<file path="src/rtl/gpr_bank.sv">
module gpr_bank #(
  parameter int NREG  = 8,
  parameter int XLEN  = 32,
  parameter int NWIDE = 4
) (
  input  logic                    clk,
  input  logic                    rst,
  input  logic                    wr_en,
  input  logic [$clog2(NREG)-1:0] wr_idx,
  input  logic [1:0]              wr_part,
  input  logic [XLEN-1:0]         wr_data,
  output logic                    wr_bad,
  input  logic [$clog2(NREG)-1:0] ra_idx,
  input  logic [1:0]              ra_part,
  output logic [XLEN-1:0]         ra_data,
  output logic                    ra_bad,
  input  logic [$clog2(NREG)-1:0] rb_idx,
  input  logic [1:0]              rb_part,
  output logic [XLEN-1:0]         rb_data,
  output logic                    rb_bad
);
  localparam int IDXW = $clog2(NREG);
  localparam logic [1:0] P_FULL = 2'b00;
  localparam logic [1:0] P_HALF = 2'b01;
  localparam logic [1:0] P_LOB  = 2'b10;
  localparam logic [1:0] P_HIB  = 2'b11;

  logic [XLEN-1:0] regs [NREG];
  logic [XLEN-1:0] merged;

  function automatic logic no_hib(input logic [IDXW-1:0] idx, input logic [1:0] part);
    return (idx >= IDXW'(NWIDE)) && (part == P_HIB);
  endfunction

  function automatic logic [XLEN-1:0] pick(input logic [XLEN-1:0] v, input logic [1:0] part);
    case (part)
      P_FULL:  return v;
      P_HALF:  return {{(XLEN-16){1'b0}}, v[15:0]};
      P_LOB:   return {{(XLEN-8){1'b0}}, v[7:0]};
      default: return {{(XLEN-8){1'b0}}, v[15:8]};
    endcase
  endfunction

  assign wr_bad = wr_en & no_hib(wr_idx, wr_part);
  assign ra_bad = no_hib(ra_idx, ra_part);
  assign rb_bad = no_hib(rb_idx, rb_part);
  assign ra_data = ra_bad ? '0 : pick(regs[ra_idx], ra_part);
  assign rb_data = rb_bad ? '0 : pick(regs[rb_idx], rb_part);

  always_comb begin
    merged = regs[wr_idx];
    case (wr_part)
      P_FULL:  merged = wr_data;
      P_HALF:  merged[15:0] = wr_data[15:0];
      P_LOB:   merged[7:0] = wr_data[7:0];
      default: merged[15:8] = wr_data[7:0];
    endcase
  end

  for (genvar i = 0; i < NREG; i++) begin : g_reg
    always_ff @(posedge clk) begin
      if (rst)
        regs[i] <= '0;
      else if (wr_en && !wr_bad && wr_idx == IDXW'(i))
        regs[i] <= merged;
    end
  end
endmodule

</file>
<file path="config.mk">
export PLATFORM = sky130hd
export DESIGN_NAME = gpr_bank
export DESIGN_NICKNAME = d
export VERILOG_FILES = /design/src/rtl/gpr_bank.sv
export SDC_FILE = /design/constraint.sdc
export NUM_CORES = 1
export LEC_CHECK = 0
export ABC_AREA = 1
export ABC_CLOCK_PERIOD_IN_PS = 5600
export BUFFER_PORTS_ARGS = -buffer_cell sky130_fd_sc_hd__buf_2
export CAP_MARGIN = 20
export CORE_MARGIN = 1.5
export CORE_UTILIZATION = 40
export DETAILED_ROUTE_END_ITERATION = 12
export HOLD_SLACK_MARGIN = 0.12
export PLACE_DENSITY = 0.53
export SLEW_MARGIN = 20
export SYNTH_ARGS = -nofsm -noshare
export SYNTH_HDL_FRONTEND = slang
export SYNTH_SLANG_ARGS = --single-unit
</file>
<file path="constraint.sdc">
create_clock -name clk -period 5.6 [get_ports clk]
set_input_delay 0.28 -clock clk [delete_from_list [all_inputs] [get_ports clk]]
set_output_delay 0.28 -clock clk [all_outputs]
set_load 0.05 [all_outputs]
</file>
==> Word level (Yosys, flattened, before mapping) <==
Memory sizes are Yosys's and may differ from the RTL's.
Cells that the tools add are included.
{ "word_totals": {"ff_bits": 0, "mem_bits_rw": 256, "input_bits": 50, "out_inout_bits": 67, "elab_cells": 89, "n_memories": 1} }
{ "classes": {"order_cmp": 3, "n_eq_ne": 16, "n_mux": 41, "bitwise": 9, "n_reduce_logical": 19} }
{ "mem_list": {"columns": ["memory", "depth", "word_bits", "read_ports", "rd_ports_with_merged_regs", "write_ports", "line", "rtl"], "rows": [
  ["regs", 8, 32, 3, 0, 8, "28", "logic [XLEN-1:0] regs [NREG];"]
]} }
{ "op_table": {"columns": ["cell", "count"], "rows": [
  ["2-to-1 mux 32 bit", 10],
  ["one-hot mux 32 bit (3 select lines)", 2],
  ["2-to-1 mux 1 bit", 26],
  ["2-to-1 mux 16 bit", 1],
  ["one-hot mux 8 bit (2 select lines)", 1],
  ["== test 2 bit (second input constant)", 6],
  ["== test 3 bit (second input constant)", 4],
  ["logical AND 1 bit", 12],
  [">= comparator 3 bit (second input constant)", 3],
  ["2-to-1 mux 8 bit", 1],
  ["bitwise OR 1 bit", 8],
  ["== test 2 x 1 -> 1 bit (second input constant)", 3],
  ["== test 3 x 2 -> 1 bit (second input constant)", 2],
  ["zero test 2 bit", 3],
  ["== test 3 x 1 -> 1 bit (second input constant)", 1],
  ["zero test 3 bit", 1],
  ["OR reduction 3 bit", 1],
  ["OR reduction 2 bit", 1],
  ["AND 1 bit", 1],
  ["zero test 1 bit", 1]
]} }

==> Depth between registers and ports, before layout <==
Gate-level depths: netlist of the first run.
{ "logic_depth": {"word_depth": 10, "mapped_depth": 10, "ltp_nobuf": 9} }

==> Least setup slack after synthesis of the first run <==
No wires, ideal clock.
{ "synth_timing": {"kind": "input to register", "start": "input port wr_idx[2]", "end": "memory regs[3][0], enable pin", "setup_ns": 0.466, "arrival_time_ns": 2.991, "required_ns": 5.134, "slack_ns": 2.144, "stages": 4, "path_buffers": 1, "cell_sequence": "buf_6 nor2_1 inv_1 o21ai_0"} }
{ "synth_rtl": {"columns": ["item", "line", "rtl"], "rows": [
  ["from (decl)", "9", "input logic [$clog2(NREG)-1:0] wr_idx,"],
  ["to (decl)", "28", null]
]} }

==> Final worst setup path of the first run <==
{ "layout_timing": {"start": "input port rb_idx[0]", "end": "output port rb_data[3]"} }
{ "layout_via": {"elab_chain_len": 3, "word_cells_on_any_way": 5, "classes_between": "order compare: 1; mux: 2; reduce/logical: 1; memory: 1"} }
{ "layout_rtl": {"columns": ["item", "line", "rtl"], "rows": [
  ["from (decl)", "17", "input logic [$clog2(NREG)-1:0] rb_idx,"],
  ["memory (8 x 32 bit) / >= comparator 3 bit (equally long branches)", null, null],
  ["one-hot mux 32 bit (3 select lines) / logical AND 1 bit (equally long branches)", "36, 32", null],
  ["2-to-1 mux 32 bit (*)", "48", "assign rb_data = rb_bad ? '0 : pick(regs[rb_idx], rb_part);"],
  ["to (decl)", "19", "output logic [XLEN-1:0] rb_data,"]
]} }
Mark *: on every way between the ends. The rest lies on a longest branch, timed or not.

==> run_results.csv, run 1 <==
group,metric,value,unit
grt,global_route.overflow_total,0,
power,pwr_density_cell,276,mW/mm2
power,seqPwrFrac,0.431,
synthesis,synth_area_leader_cell,"edfxtp_1",
layout,reg_top3,"regs x256",
power,p_sw,1.63,mW
grt,grt_pass1_vias,16584,
floorplanning,core_area,0.0422,mm2
layout,fillCellCount,4343,
timing,rsz0062_at_grt,"no",
layout,num_antenna_cells,0,
layout,layout.nets,2441,
synthesis,yosysSeqAreaShare,0.445,
timing,finalSetupViolCount,0,
clocking,htreeDepth,1,
worst_setup_path,crit_fanout,107,
clocking,cts_hold_buf,0,
synthesis,yosysTopAreaCellShare,0.445,
floorplanning,ioPinCount,117,
layout,top_register,"regs",
layout,seq_area,0.00769,mm2
clocking,clockBufferDepth,3,
layout,largest_register_ffs,256,
floorplanning,row_count,75,
clocking,tritoncts,"done",
worst_setup_path,critPathKind,"input pin to output pin",
placed_design,gp_congestion,0.913,
placed_design,hpwl,40600,um
power,swShare,0.312,
timing,layout_min_cycle_time,3180,ps
power,leakage,8.26,nW
drt,route.met2.wl,31800,um
clocking,cts_buffers,31,
job,max_cap_viol_count,0,
power,ir_drop,0.213,mV
drt,wl_per_cell,23.2,um
worst_setup_path,cp-start-kind,"input pin",
drt,drc,0,
grt,grt_max_degree,108,
timing,worst_pin_slew,1200,ps
status,outcome,"finished, final reports clean",
drt,wl,68400,um
layout,multi_input_comb_area,0.00805,mm2
grt,antenna_found_initial,0,
clocking,path_clk_slew,60,ps
worst_hold_path,hold_path_class,"input pin to flip-flop",
timing,fmax,314,MHz
layout,area_growth,10.0,%
grt,grt_pass1_wl,101000,um
synthesis,synthTopCellsByArea,"edfxtp_1, nand2_1, a21oi_1",
synthesis,synth_warnings,0,
clocking,cts_setup_buffers,0,
drt,wl_met3,5830,um
drt,vias,17312,
power,p_clk_frac,0.381,
timing,hold_violations,0,
placed_design,portBuffers,116,
worst_setup_path,cp.arrival,2900,ps
floorplanning,die_y,211,um
layout,layout-drive-gt1-share,0.0966,
drt,ant_nets,0,
worst_setup_path,critPathCaptureType,"output pin",
power,pwr-share-comb,0.187,
synthesis,syn_inst,2380,
power,internal_power,3.61,mW
clocking,cts-root-buf,"clkbuf_16",
synthesis,ys_seq_elements,256,
grt,track_usage,0.304,
floorplanning,die_width,211,um
timing,drv_slew,0,
drt,m1WireLength,28300,um
floorplanning,die_area,0.0444,mm2
worst_setup_path,crit_required,5320,ps
timing,finalSetupTns,0,ps
clocking,clk_latency,570,ps
floorplanning,initial_core_util,0.409,
timing,fin_worst_skew,12.9,ps
placed_design,place_area,0.0180,mm2
clocking,cts.sinks,256,
synthesis,avgSynthCellArea,7.25,um2
synthesis,syn-num-nets,2430,
timing,timing.final.crit_share,0.568,
layout,final_area,0.0190,mm2
drt,via_per_inst,5.86,
drt,dr.first_iter.drc_count,1845,
synthesis,synth.distinct_cells,21,
drt,first_pass_iters,6,
clocking,post_cts_resized,0,
timing,max-slew-margin-rel,0.200,
synthesis,syn_area,0.0173,mm2
drt,top_layer,"met4",
## synth_stat cells
library cell,instances
nor2_2,5
nand3_2,15
inv_2,8
clkinv_1,7
buf_4,4
buf_6,13
inv_1,193
edfxtp_1,256
clkbuf_1,90
nor2_4,3
buf_2,44
nor2_1,111
o211ai_1,72
o21ai_0,252
nand3_1,171
nor3_4,2
a21oi_1,342
nand2_2,1
nand3_4,4
nand2_1,773
buf_1,14
## final cells by class
cell class	count	share of cell area
timing repair buffer	143	0.0428
tap	539	0.0355
inverter	208	0.0412
multi-input combinational	1751	0.424
sequential	256	0.405
clock buffer	35	0.0416
clock inverter	20	0.0103
## cell families after synthesis
| kind of cell | share of synthesized area |
|---|---|
| AND/OR/NAND/NOR | 0.261 |
| AO/OA/AOI/OAI | 0.203 |
| buffers and inverters | 0.0908 |
| flip-flops | 0.445 |
## placed cells by master, fill, tap and decap left out
cell type | synthesis | layout
o21ai_0 | 252 | 251
bufinv_16 | 0 | 4
nand2_4 | 0 | 1
nor3_4 | 2 | 2
nand2_2 | 1 | 7
nand3_1 | 171 | 171
clkbuf_16 | 0 | 31
clkinvlp_4 | 0 | 1
buf_4 | 4 | 30
nand3_2 | 15 | 15
inv_4 | 0 | 1
o21ai_4 | 0 | 1
nor2_4 | 3 | 3
buf_6 | 13 | 1
buf_2 | 44 | 111
inv_1 | 193 | 190
buf_12 | 0 | 1
clkbuf_1 | 90 | 4
nor2_2 | 5 | 7
o211ai_1 | 72 | 72
clkinv_2 | 0 | 4
nor2_1 | 111 | 109
nand3_4 | 4 | 4
edfxtp_1 | 256 | 256
clkinv_1 | 7 | 19
inv_8 | 0 | 1
a21oi_1 | 342 | 342
inv_2 | 8 | 8
nand2_1 | 773 | 766
## metrics by stage
stage	total power [mW]	cells	utilization	hold WS (ps)	setup WS, ps
6_report	5.24	2952	0.450	260	2420
5_1_grt	5.42	2952	0.450	254	2290
4_1_cts	5.25	2952	0.450	233	2500
3_5_place_dp	3.27	2897	0.426	835	2320
3_3_place_gp	3.25	2896	0.426	831	2400
2_1_floorplan	2.94	2380	-	666	2140
## final timing paths
path | startpoint | endpoint | slack (ps) | depth (start not counted)
worst max-delay path | rb_idx[0] | rb_data[3] | 2420 | 9
worst min-delay path | wr_data[22] | regs[0][22]$_SDFFCE_PN0P_ | 260 | 3
worst max register to register | regs[0][0]$_SDFFCE_PN0P_ | regs[6][0]$_SDFFCE_PN0P_ | 3820 | 8
worst min register to register | regs[3][14]$_SDFFCE_PN0P_ | regs[2][14]$_SDFFCE_PN0P_ | 1000 | 6
## power by group through the flow
stage,Sequential (mW),Combinational [mW],Clock [mW]
2_1_floorplan,2.28,0.654,0
3_3_place_gp,2.30,0.956,0
3_5_place_dp,2.30,0.968,0
4_1_cts,2.26,0.971,2.02
5_1_grt,2.27,1.06,2.09
6_report,2.26,0.982,2.00
## routing by layer
layer,track usage,up-vias
met5,0,-
met4,0.125,0
met3,0.0395,154
met2,0.500,874
met1,0.406,8230
li1,-,8054
## critical path, cell delays in order
cell     delay [ps]
buf_6           570
inv_2           510
buf_4           420
a21oi_1         180
o21ai_0          90
nand3_1         140
nand3_1         180
nand2_1         130
buf_2           270
No activity file was read; power rests on OpenSTA's default activity.
==> run 2, diff against run 1 <==
Settings changed: ABC_AREA 1 to 0, ABC_CLOCK_PERIOD_IN_PS 5600 to 2600, PLACE_DENSITY 0.53 to 0.55.
Clock period 5.6 ns to 2.6 ns, I/O delays scaled along.
==> run_results.csv, run 2 <==
group,metric,value,unit
clocking,tritoncts,"done",
power,leakage,6.81,nW
worst_setup_path,crit_fanout,3,
worst_setup_path,crit_path_end,"rb_data[2]",
worst_setup_path,cp-start-kind,"flip-flop",
clocking,cts.sinks,256,
floorplanning,die_area,0.0407,mm2
placed_design,hpwl,32500,um
drt,dr.first_iter.drc_count,1225,
layout,post-route-util,0.470,
timing,timing.final.crit_share,0.901,
layout,multi_input_comb_area,0.00757,mm2
synthesis,ys_seq_elements,256,
worst_setup_path,ff2ff_path_depth,4,
status,outcome,"finished, final reports clean",
grt,antenna_found_initial,0,
timing,rsz0062_at_grt,"no",
worst_hold_path,hold_path_class,"input pin to flip-flop",
grt,grt_max_degree,57,
timing,finalSetupViolCount,0,
layout,most-common-layout-cells,"nor2_1, edfxtp_1, mux4_2, buf_2, mux2i_1",
clocking,clockBufferDepth,3,
drt,via_per_inst,6.31,
layout,layout-drive-gt1-share,0.368,
worst_setup_path,r2r-start,"regs[3][19]$_SDFFCE_PN0P_",
layout,num_antenna_cells,0,
drt,first_pass_iters,5,
synthesis,ys.flop_type,"edfxtp_1",
layout,reg_top3,"regs x256",
floorplanning,ioPinCount,117,
grt,grt_pass1_wl,76700,um
synthesis,synth_edf_count,256,
timing,setup_ws,256,ps
timing,layout_min_cycle_time,2340,ps
floorplanning,die_y,202,um
timing,hold_violations,0,
clocking,cts_buffers,29,
worst_setup_path,critPathKind,"flip-flop to output pin",
drt,wl,52700,um
power,ir_drop,0.440,mV
timing,worst_pin_slew,1090,ps
synthesis,syn_inst,1119,
worst_setup_path,crit_required,2470,ps
synthesis,syn_area,0.0158,mm2
synthesis,yosysSeqAreaShare,0.486,
worst_setup_path,r2r-end,"regs[0][19]$_SDFFCE_PN0P_",
layout,fillCellCount,3454,
power,pwr_density_cell,592,mW/mm2
placed_design,pre_cts_slack,521,ps
synthesis,synthTopCellsByArea,"edfxtp_1, mux4_2, nor2_1",
timing,drv_slew,0,
clocking,clk_latency,570,ps
drt,wl_per_cell,29.4,um
drt,drc,0,
floorplanning,core_area,0.0388,mm2
worst_setup_path,critPathLaunch,"regs[7][2]$_SDFFCE_PN0P_",
clocking,post_cts_resized,0,
worst_setup_path,regToRegSetupSlack,660,ps
grt,global_route.overflow_total,0,
clocking,htreeDepth,1,
layout,top_register,"regs",
clocking,path_clk_slew,60,ps
synthesis,synth_warnings,0,
placed_design,gp_congestion,0.829,
synthesis,synth_most_common_cell,"nor2_1",
drt,ant_nets,0,
floorplanning,die_width,202,um
synthesis,syn-num-nets,1169,
layout,largest_register_ffs,256,
synthesis,avgSynthCellArea,14.1,um2
timing,max-slew-margin-rel,0.276,
synthesis,synth.distinct_cells,53,
placed_design,portBuffers,116,
synthesis,ys_async_sr_fraction,0,
worst_setup_path,critPathCaptureType,"output pin",
floorplanning,initial_core_util,0.407,
grt,track_usage,0.259,
drt,vias,11329,
grt,grt_pass1_vias,11434,
timing,fin_worst_skew,15.3,ps
synthesis,synth_area_leader_cell,"edfxtp_1",
layout,layout.nets,1306,
floorplanning,row_count,72,
layout,seq_area,0.00769,mm2
worst_setup_path,cp.arrival,2210,ps
layout,final_common_cell,"nor2_1",
timing,fmax,427,MHz
layout,area_growth,15.5,%
job,max_cap_viol_count,0,
synthesis,yosysTopAreaCellShare,0.486,
timing,finalSetupTns,0,ps
synthesis,synth.top_cells.by_count,"nor2_1, edfxtp_1, mux4_2",
clocking,cts-root-buf,"clkbuf_16",
==> run 2: worst max-delay path, cell delays in order, from the launching register on <==
cell and delay [ps]:
edfxtp_1 410, mux4_2 470, and3_1 180, a221o_1 330, buf_2 240
==> run 2: kinds of logic (layout without fill, tap and decap cells) <==
family,count (synthesis),after routing,synth area share
AO/OA/AOI/OAI,124,124,0.0636
buffers and inverters,104,261,0.0362
flip-flops,256,256,0.486
multiplexers,244,244,0.293
AND/OR/NAND/NOR,391,391,0.121
==> run 2: what timing repair did <==
action / CTS / global route
setup buffers: 0 / 0
hold buffers: 24 / 0
setup endpoints to repair: 0 / 0
hold endpoints to repair: 159 / 0
==> run 2: routing by layer <==
metal  wire (um)  track usage  up-vias  part of all wire
met1       22000        0.360     5927              0.42
met2       25200        0.424      576              0.48
met4        1450       0.0789        0             0.028
met3        4050       0.0337       99             0.077
met5           0            0        -                 0
li1            -            -     4727                 -
==> run 2: area by class of cell <==
| class | instances | share of cell area |
|---|---|---|
| Timing Repair Buffer | 204 | 0.0802 |
| Tap cell | 518 | 0.0355 |
| Sequential cell | 256 | 0.421 |
| Multi-Input combinational cell | 759 | 0.415 |
| Clock buffer | 36 | 0.0412 |
| Clock inverter | 15 | 0.00596 |
| Inverter | 6 | 0.00123 |
==> run 2: worst min path at each step <==
| stage | startpoint | endpoint | slack, ps | depth (start not counted) |
|---|---|---|---|---|
| 5_1_grt | wr_data[11] | regs[5][11]$_SDFFCE_PN0P_ | 150 | 4 |
| 4_1_cts | wr_data[11] | regs[5][11]$_SDFFCE_PN0P_ | 140 | 4 |
| 3_3_place_gp | wr_data[6] | regs[6][6]$_SDFFCE_PN0P_ | 540 | 3 |
| 3_5_place_dp | wr_data[16] | regs[0][16]$_SDFFCE_PN0P_ | 540 | 3 |
| 6_report | wr_data[11] | regs[4][11]$_SDFFCE_PN0P_ | 140 | 4 |
| 2_1_floorplan | wr_data[3] | regs[4][3]$_SDFFCE_PN0P_ | 370 | 2 |
==> run 2: power by group <==
group	switching, mW	internal, mW	leakage [nW]	total [mW]
combinational	1.26	0.816	3.76	2.08
sequential	0.143	4.76	2.64	4.90
clock	1.69	2.14	0.411	3.83
total	3.10	7.71	6.81	10.8
==> run 2: metrics by stage <==
step                      instance area (um2)  cells  total power, mW  hold slack, ps
final                                   18300   1794             10.8             138
after detailed placement                17100   1719             7.03             538
after global placement                  17100   1719             7.01             537
after CTS                               18200   1794             10.8             140
after floorplan                         15800   1119             6.37             374
after global routing                    18300   1794             11.1             152
